## config.mk

```make
export PLATFORM = sky130hd
export DESIGN_NAME = pci_irq_router
export DESIGN_NICKNAME = d
export VERILOG_FILES = /design/src/rtl/pci_irq_router.sv
export SDC_FILE = /design/constraint.sdc
export NUM_CORES = 2
export LEC_CHECK = 0
export BUFFER_PORTS_ARGS = -buffer_cell sky130_fd_sc_hd__buf_2
export CORE_UTILIZATION = 30
export DETAILED_ROUTE_END_ITERATION = 10
export PLACE_DENSITY = 0.51
export SYNTH_ARGS = -nofsm -noshare
export SYNTH_HDL_FRONTEND = slang
export SYNTH_SLANG_ARGS = --single-unit
```

## constraint.sdc

```tcl
create_clock -name clk -period 3.3 [get_ports clk]
set_input_delay 0.33 -clock clk [delete_from_list [all_inputs] [get_ports clk]]
set_output_delay 0.33 -clock clk [all_outputs]
set_load 0.005 [all_outputs]
```

## src/rtl/pci_irq_router.sv

```systemverilog
module pci_irq_router #(
  parameter logic [31:0] ID_WORD    = 32'hC0DE_1A2B,
  parameter logic [7:0]  CLASS_BYTE = 8'h06,
  parameter int          LINES      = 4,
  parameter int          IRQS       = 16
) (
  input  logic             clk,
  input  logic             rst_n,
  input  logic             cfg_wr,
  input  logic [2:0]       cfg_func,
  input  logic [7:0]       cfg_off,
  input  logic [7:0]       cfg_wdata,
  output logic [7:0]       cfg_rdata,
  input  logic [LINES-1:0] int_n,
  output logic [IRQS-1:0]  irq_out
);
  localparam int REGS = 256;
  localparam logic [7:0] OFF_CMD = 8'h04, OFF_CMDH = 8'h05, OFF_STAT = 8'h07;
  localparam logic [7:0] OFF_RT0 = 8'h80, OFF_RT1 = 8'h81;
  localparam logic [7:0] STAT_W1C = 8'hB8;

  logic [7:0] cfg_q [REGS];

  function automatic logic [7:0] reset_byte(input int a);
    case (a)
      0: return ID_WORD[7:0];
      1: return ID_WORD[15:8];
      2: return ID_WORD[23:16];
      3: return ID_WORD[31:24];
      4: return 8'h07;
      7: return 8'h04;
      11: return CLASS_BYTE;
      8'h80: return 8'h80;
      default: return 8'h00;
    endcase
  endfunction

  function automatic logic locked(input logic [7:0] o);
    return (o < 8'h04) || (o == 8'h06) || (o >= 8'h08 && o <= 8'h0B) ||
           (o >= 8'h0F && o <= 8'h2F) || (o >= 8'h34 && o <= 8'h3F);
  endfunction

  function automatic logic [3:0] irq_num(input logic [2:0] sel);
    case (sel)
      3'd1: return 4'd5;
      3'd2: return 4'd9;
      3'd3: return 4'd10;
      3'd4: return 4'd11;
      3'd5: return 4'd12;
      3'd6: return 4'd14;
      3'd7: return 4'd15;
      default: return 4'd0;
    endcase
  endfunction

  wire wr_ok = cfg_wr && (cfg_func == 3'd0) && !locked(cfg_off);

  always_ff @(posedge clk) begin
    if (!rst_n) begin
      for (int a = 0; a < REGS; a++) cfg_q[a] <= reset_byte(a);
    end else if (wr_ok) begin
      case (cfg_off)
        OFF_CMD:  cfg_q[OFF_CMD]  <= (cfg_wdata & 8'h7F) | 8'h07;
        OFF_CMDH: cfg_q[OFF_CMDH] <= cfg_wdata & 8'h01;
        OFF_STAT: cfg_q[OFF_STAT] <= cfg_q[OFF_STAT] & ~(cfg_wdata & STAT_W1C);
        default:  cfg_q[cfg_off]  <= cfg_wdata;
      endcase
    end
  end

  assign cfg_rdata = (cfg_func != 3'd0) ? 8'hFF : cfg_q[cfg_off];

  logic [LINES-1:0] sync1, sync2, lvl_d;
  wire  [LINES-1:0] lvl   = ~sync2;
  wire  [LINES-1:0] pulse = lvl & ~lvl_d;

  always_ff @(posedge clk) begin
    if (!rst_n) begin
      sync1 <= '1;
      sync2 <= '1;
      lvl_d <= '0;
    end else begin
      sync1 <= int_n;
      sync2 <= sync1;
      lvl_d <= lvl;
    end
  end

  wire [15:0] route = {cfg_q[OFF_RT1], cfg_q[OFF_RT0]};

  always_comb begin
    irq_out = '0;
    for (int i = 0; i < LINES; i++) begin
      logic [3:0] fld;
      fld = route[4*i +: 4];
      if (fld[2:0] != 3'd0)
        irq_out[irq_num(fld[2:0])] = irq_out[irq_num(fld[2:0])] | (fld[3] ? pulse[i] : lvl[i]);
    end
  end
endmodule

```

# Word-level counts from Yosys, hierarchy flattened
# Memory sizes are Yosys's and may differ from the RTL's.
# Cells that the tools add are included.
# word_totals
reg_bits,12
ram_bits,2048
romBits,16
input_bits,26
output_inout_bits,24
wordCells,154
n_memories,2
# op_classes
order_cmp,15
eq_ne,32
muxes,67
bitwise_logic,13
n_reduce_logical,22
# memory_table
memory,depth,width,read_ports,rd_clocked_by_memory_dff,write_ports,line_no,rtl
cfg_q,256,8,4,0,256,22,logic [7:0] cfg_q [REGS];
(name not given),16,1,1,0,0,97,irq_out[irq_num(fld[2:0])] = irq_out[irq_num(fld[2:0])] | (fld[3] ? pulse[i] : lvl[i]);
# op_table
operator,count
8-bit 2-to-1 mux,15
4-bit one-hot mux with 7 select lines,4
16-bit 2-to-1 mux,4
16-bit bitwise mux,3
"3-bit == test, second input constant",16
"8-bit by 3-bit == test with 1-bit output, second input constant",4
1-bit 2-to-1 mux,30
"3-bit by 2-bit == test with 1-bit output, second input constant",8
"4-bit by 5-bit < comparator with 1-bit output, second input constant",4
16-bit bitwise AND,1
1-bit demux with 4-bit select,4
"4-bit by 1-bit >= comparator with 1-bit output, second input constant",4
"8-bit by 4-bit >= comparator with 1-bit output, second input constant",2
"8-bit by 6-bit less-or-equal comparator with 1-bit output, second input constant",2
4-bit 2-to-1 mux,4
3-bit nonzero test,5
1-bit binary-select mux with 4-bit select,3
"3-bit by 1-bit == test with 1-bit output, second input constant",4
1-bit logical AND,9
8-bit bitwise AND,1
"8-bit by 6-bit >= comparator with 1-bit output, second input constant",1
"8-bit by 4-bit less-or-equal comparator with 1-bit output, second input constant",1
"8-bit by 3-bit < comparator with 1-bit output, second input constant",1
4-bit inverter,2
other kinds (8),17

# Longest topological paths before layout
# logic_depth
depth_word,24
mapped_depth,12
depth_no_buf,6

# Worst setup path after synthesis
# OpenSTA, ideal clock, no wires.
# synth_timing
path_kind,input to register
from,in cfg_off[4]
to,"mem cfg_q[170][0], enable pin"
arrival_ps,2819
required_ps,2916
slack_ps,97
stages,9
cell_sequence,clkbuf_1 > nor2_1 > a2111oi_0 > or4_1 > buf_2 > nor3b_2 > nand2_1 > clkbuf_1 > o21ai_0
# synth_rtl
item,line_no,rtl
"start, declared",11,"input logic [7:0] cfg_off,"
"end, declared",22,

==> key figures <==
Placement
  – Dpl cell area: 0.1024 sq mm
  – DP HPWL: 208.7 mm
  – Gpl congestion: 0.8895
  – Cell count after placement: 10,690
  – Buffers on Ports: 40
  – Post-Place Worst Slack: -1.367 ns

Die
  – Die Y: 546.3 microns
  – Ports: 50
  – Initial Util: 0.3020
  – Die W: 546.3 microns
  – Die area: 0.2985 sq mm
  – Rows: 199
  – Core area: 0.2943 sq mm

Timing
  – Hold Slack: 0.07183 ns
  – Fin crit period: 4.230 ns
  – Fmax: 0.2364 GHz
  – PnR worst setup slack: -0.9302 ns
  – Worst-Margin Slew: 1.115 ns
  – Total Neg Setup Slack: -6.456 ns
  – Fin. max-slew vios: 0
  – Final setup viols: 15
  – Clock Skew: 0.001625 ns
  – Hold Violations, Final: 0
  – RSZ-0062 raised after global routing: true
  – Slew headroom: 0.2488
  – Post-route clock period utilization: 1.282

Yosys
  – Synth warn: 0
  – Register area share after synthesis: 0.6945
  – Synth Register Bits: 2,060
  – Cells after synthesis: 5,788
  – Post-synth top area cell: edfxtp_1
  – Post-synth EDFFs: 2,048
  – Main synth FF type: edfxtp_1
  – Top cells by area, synth: edfxtp_1, mux4_2, nor2_1
  – Post-synth top cells: edfxtp_1, nor2_1, mux4_2
  – Cell with the most instances after synthesis: edfxtp_1
  – Cell area after synthesis: 0.08889 sq mm
  – Unique cell type count in the Yosys netlist: 70
  – Post-synthesis async set-or-reset flop share: 0
  – Synth top area share: 0.6918
  – Average size of a mapped cell: 15.36 sq um

Clock network
  – Worst skew pair latency: 0.90 ns
  – CTS max path bufs: 4
  – CTS tree: built
  – H-tree Lvls: 4
  – Reg clk slew, reported paths: 0.06 ns
  – Number of buffers created by CTS: 223
  – CTS root buf: clkbuf_16
  – CTS sink count: 2,060

Power and ir drop
  – Sequential power share: 0.510
  – Pwr Total: 59.98 mW
  – Int Power: 45.97 mW
  – Comb pwr share: 0.090
  – Peak supply drop: 380.5 uV
  – Net switching power: 14.01 mW
  – PD cells: 542.7 mW/mm^2
  – Clock power frac: 0.400
  – Leakage power: 37.22 nW
  – Switch share: 0.2336

Detailed routing
  – # DRC: 4
  – DR pass1 iterations: 9
  – Initial drt markers: 6,466
  – Antenna-violating nets left: 0
  – Routed WL per cell: 26.51 microns
  – Final WL: 295.1 mm
  – Via Count: 56,320
  – Via density: 5.060

Global route
  – Aggregate global routing overflow: 0
  – Vias in the first global route: 56,470
  – GRT Total Usage: 0.1942
  – First-pass GRT wire length: 417.4 mm
  – Initial antenna violation count: 20
  – Largest net degree at the start of global routing: 77

Status
  – Status: finished, violations left
  – Failing checks: design-rule violations, negative setup slack

Final layout
  – Layout fillers: 27,750
  – Layout Nets: 7,067
  – Area occupied by registers: 0.06174 sq mm
  – P&R area growth vs syn: 24.34%
  – Finished Cell Area: 0.1105 sq mm
  – Fraction of layout cells with a size suffix above 1: 0.2908
  – Area of the multi-input gates: 0.02709 sq mm
  – Post-Layout Cell Count: 11,130
  – Layout Utilization: 0.3756

Setup path
  – CP peak stage delay: 0.59 ns
  – Worst path required time: 2.97 ns
  – Critical path origin: cfg_q[62][6]$_SDFFCE_PN0P_
  – Critical Path AT: 3.90 ns
  – Critical path type: reg -> out
  – CP max-delay cell: or4_4
  – Critical path, cell by cell: mux4_2 -> mux2i_4 -> buf_6 -> o32ai_4 -> or4_4 -> a2111o_1 -> or4_4 -> buf_6
  – Worst Path Max Fanout: 1
  – Reg-to-reg slack, setup: 2.48 ns
  – Startpoint Class: flip-flop
  – R2R Path Start: cfg_q[7][7]$_DFFE_PP_
  – Worst Setup End Kind: output port

Job
  – Max Cap Viol: 0

Worst hold path
  – HP Class: in -> reg
  – Hold Crit Start: rst_n
[critical path, delay by kind of cell (launching register included)]
kind                   cells  cell delay (ns)
AOI/OAI and AO/OA          2             0.41
buffers and inverters      2             0.31
DFF                        1             0.41
muxes                      2             0.71
and+or+nand+nor            2             1.17
[state kept, by name (all words and copies together), names as in the netlist]
| signal | flops |
|---|---|
| cfg_q | 2048 |
| sync2 | 4 |
| sync1 | 4 |
| lvl_d | 4 |
[repair_timing]
action,in CTS,in global routing
setup buffers,24,28
cloned,0,1
hold buffers,5,0
pin swaps,37,32
setup endpoints to repair,15,15
hold endpoints to repair,5,0
gates resized for setup,118,51
[power by group through the flow]
stage                     sequential [mW]  clock [mW]  combinational, mW
final                                30.6        24.0               5.37
after CTS                            30.6        24.4               5.29
after floorplan                      31.0           0               2.59
after global placement               31.1           0               5.12
after global routing                 30.7        25.3               5.59
after detailed placement             31.2           0               5.13
[cell families (layout without fill, tap and decap cells)]
group	after synthesis	count (layout)	synth area share
buf+inv	617	1581	0.02974
xor+xnor	1	1	0.00009855
simple gates	2013	2013	0.09699
flops	2060	2060	0.6945
compound gates	491	491	0.03470
other cells	2	462	0.00008449
mux	604	604	0.1438
[layout by cell type, fill, tap and decap left out, drive strengths merged, types with 56 or more instances in the layout]
master / netlist / layout
edfxtp: 2048 / 2048
nor2: 1441 / 1441
buf: 157 / 1121
mux4: 536 / 536
conb: 2 / 455
clkbuf: 396 / 265
and2: 214 / 214
o21ai: 214 / 214
nand2: 183 / 183
clkinv: 1 / 99
a22oi: 84 / 84
inv: 63 / 69
a21oi: 57 / 57
mux2i: 56 / 56
[area by class of cell]
cell class,instances,share of cell area
antenna,7,0.0001585
clock buffer,263,0.05185
clock inverter,126,0.009735
inverter,64,0.002196
multi-input combinational,3564,0.2451
sequential,2060,0.5586
tap,3919,0.04436
timing repair buffer,1128,0.08798
[worst paths after layout]
kind | endpoint | depth (start not counted)
max reg2reg | cfg_q[7][7]$_DFFE_PP_ | 1
min reg2reg | sync2[3]$_SDFF_PN1_ | 1
min | cfg_q[21][4]$_SDFFCE_PN0P_ | 2
max | cfg_rdata[6] | 8
[metal layers]
| layer | wire [microns] | vias up | share of wire | GRT usage |
|---|---|---|---|---|
| met5 | 0 | - | 0 | 0 |
| met3 | 24420 | 493 | 0.083 | 0.03446 |
| met4 | 10830 | 0 | 0.037 | 0.06596 |
| met2 | 138800 | 2508 | 0.47 | 0.3123 |
| li1 | - | 23840 | - | - |
| met1 | 121000 | 29480 | 0.41 | 0.2645 |
No activity file was read; power rests on OpenSTA's default activity.
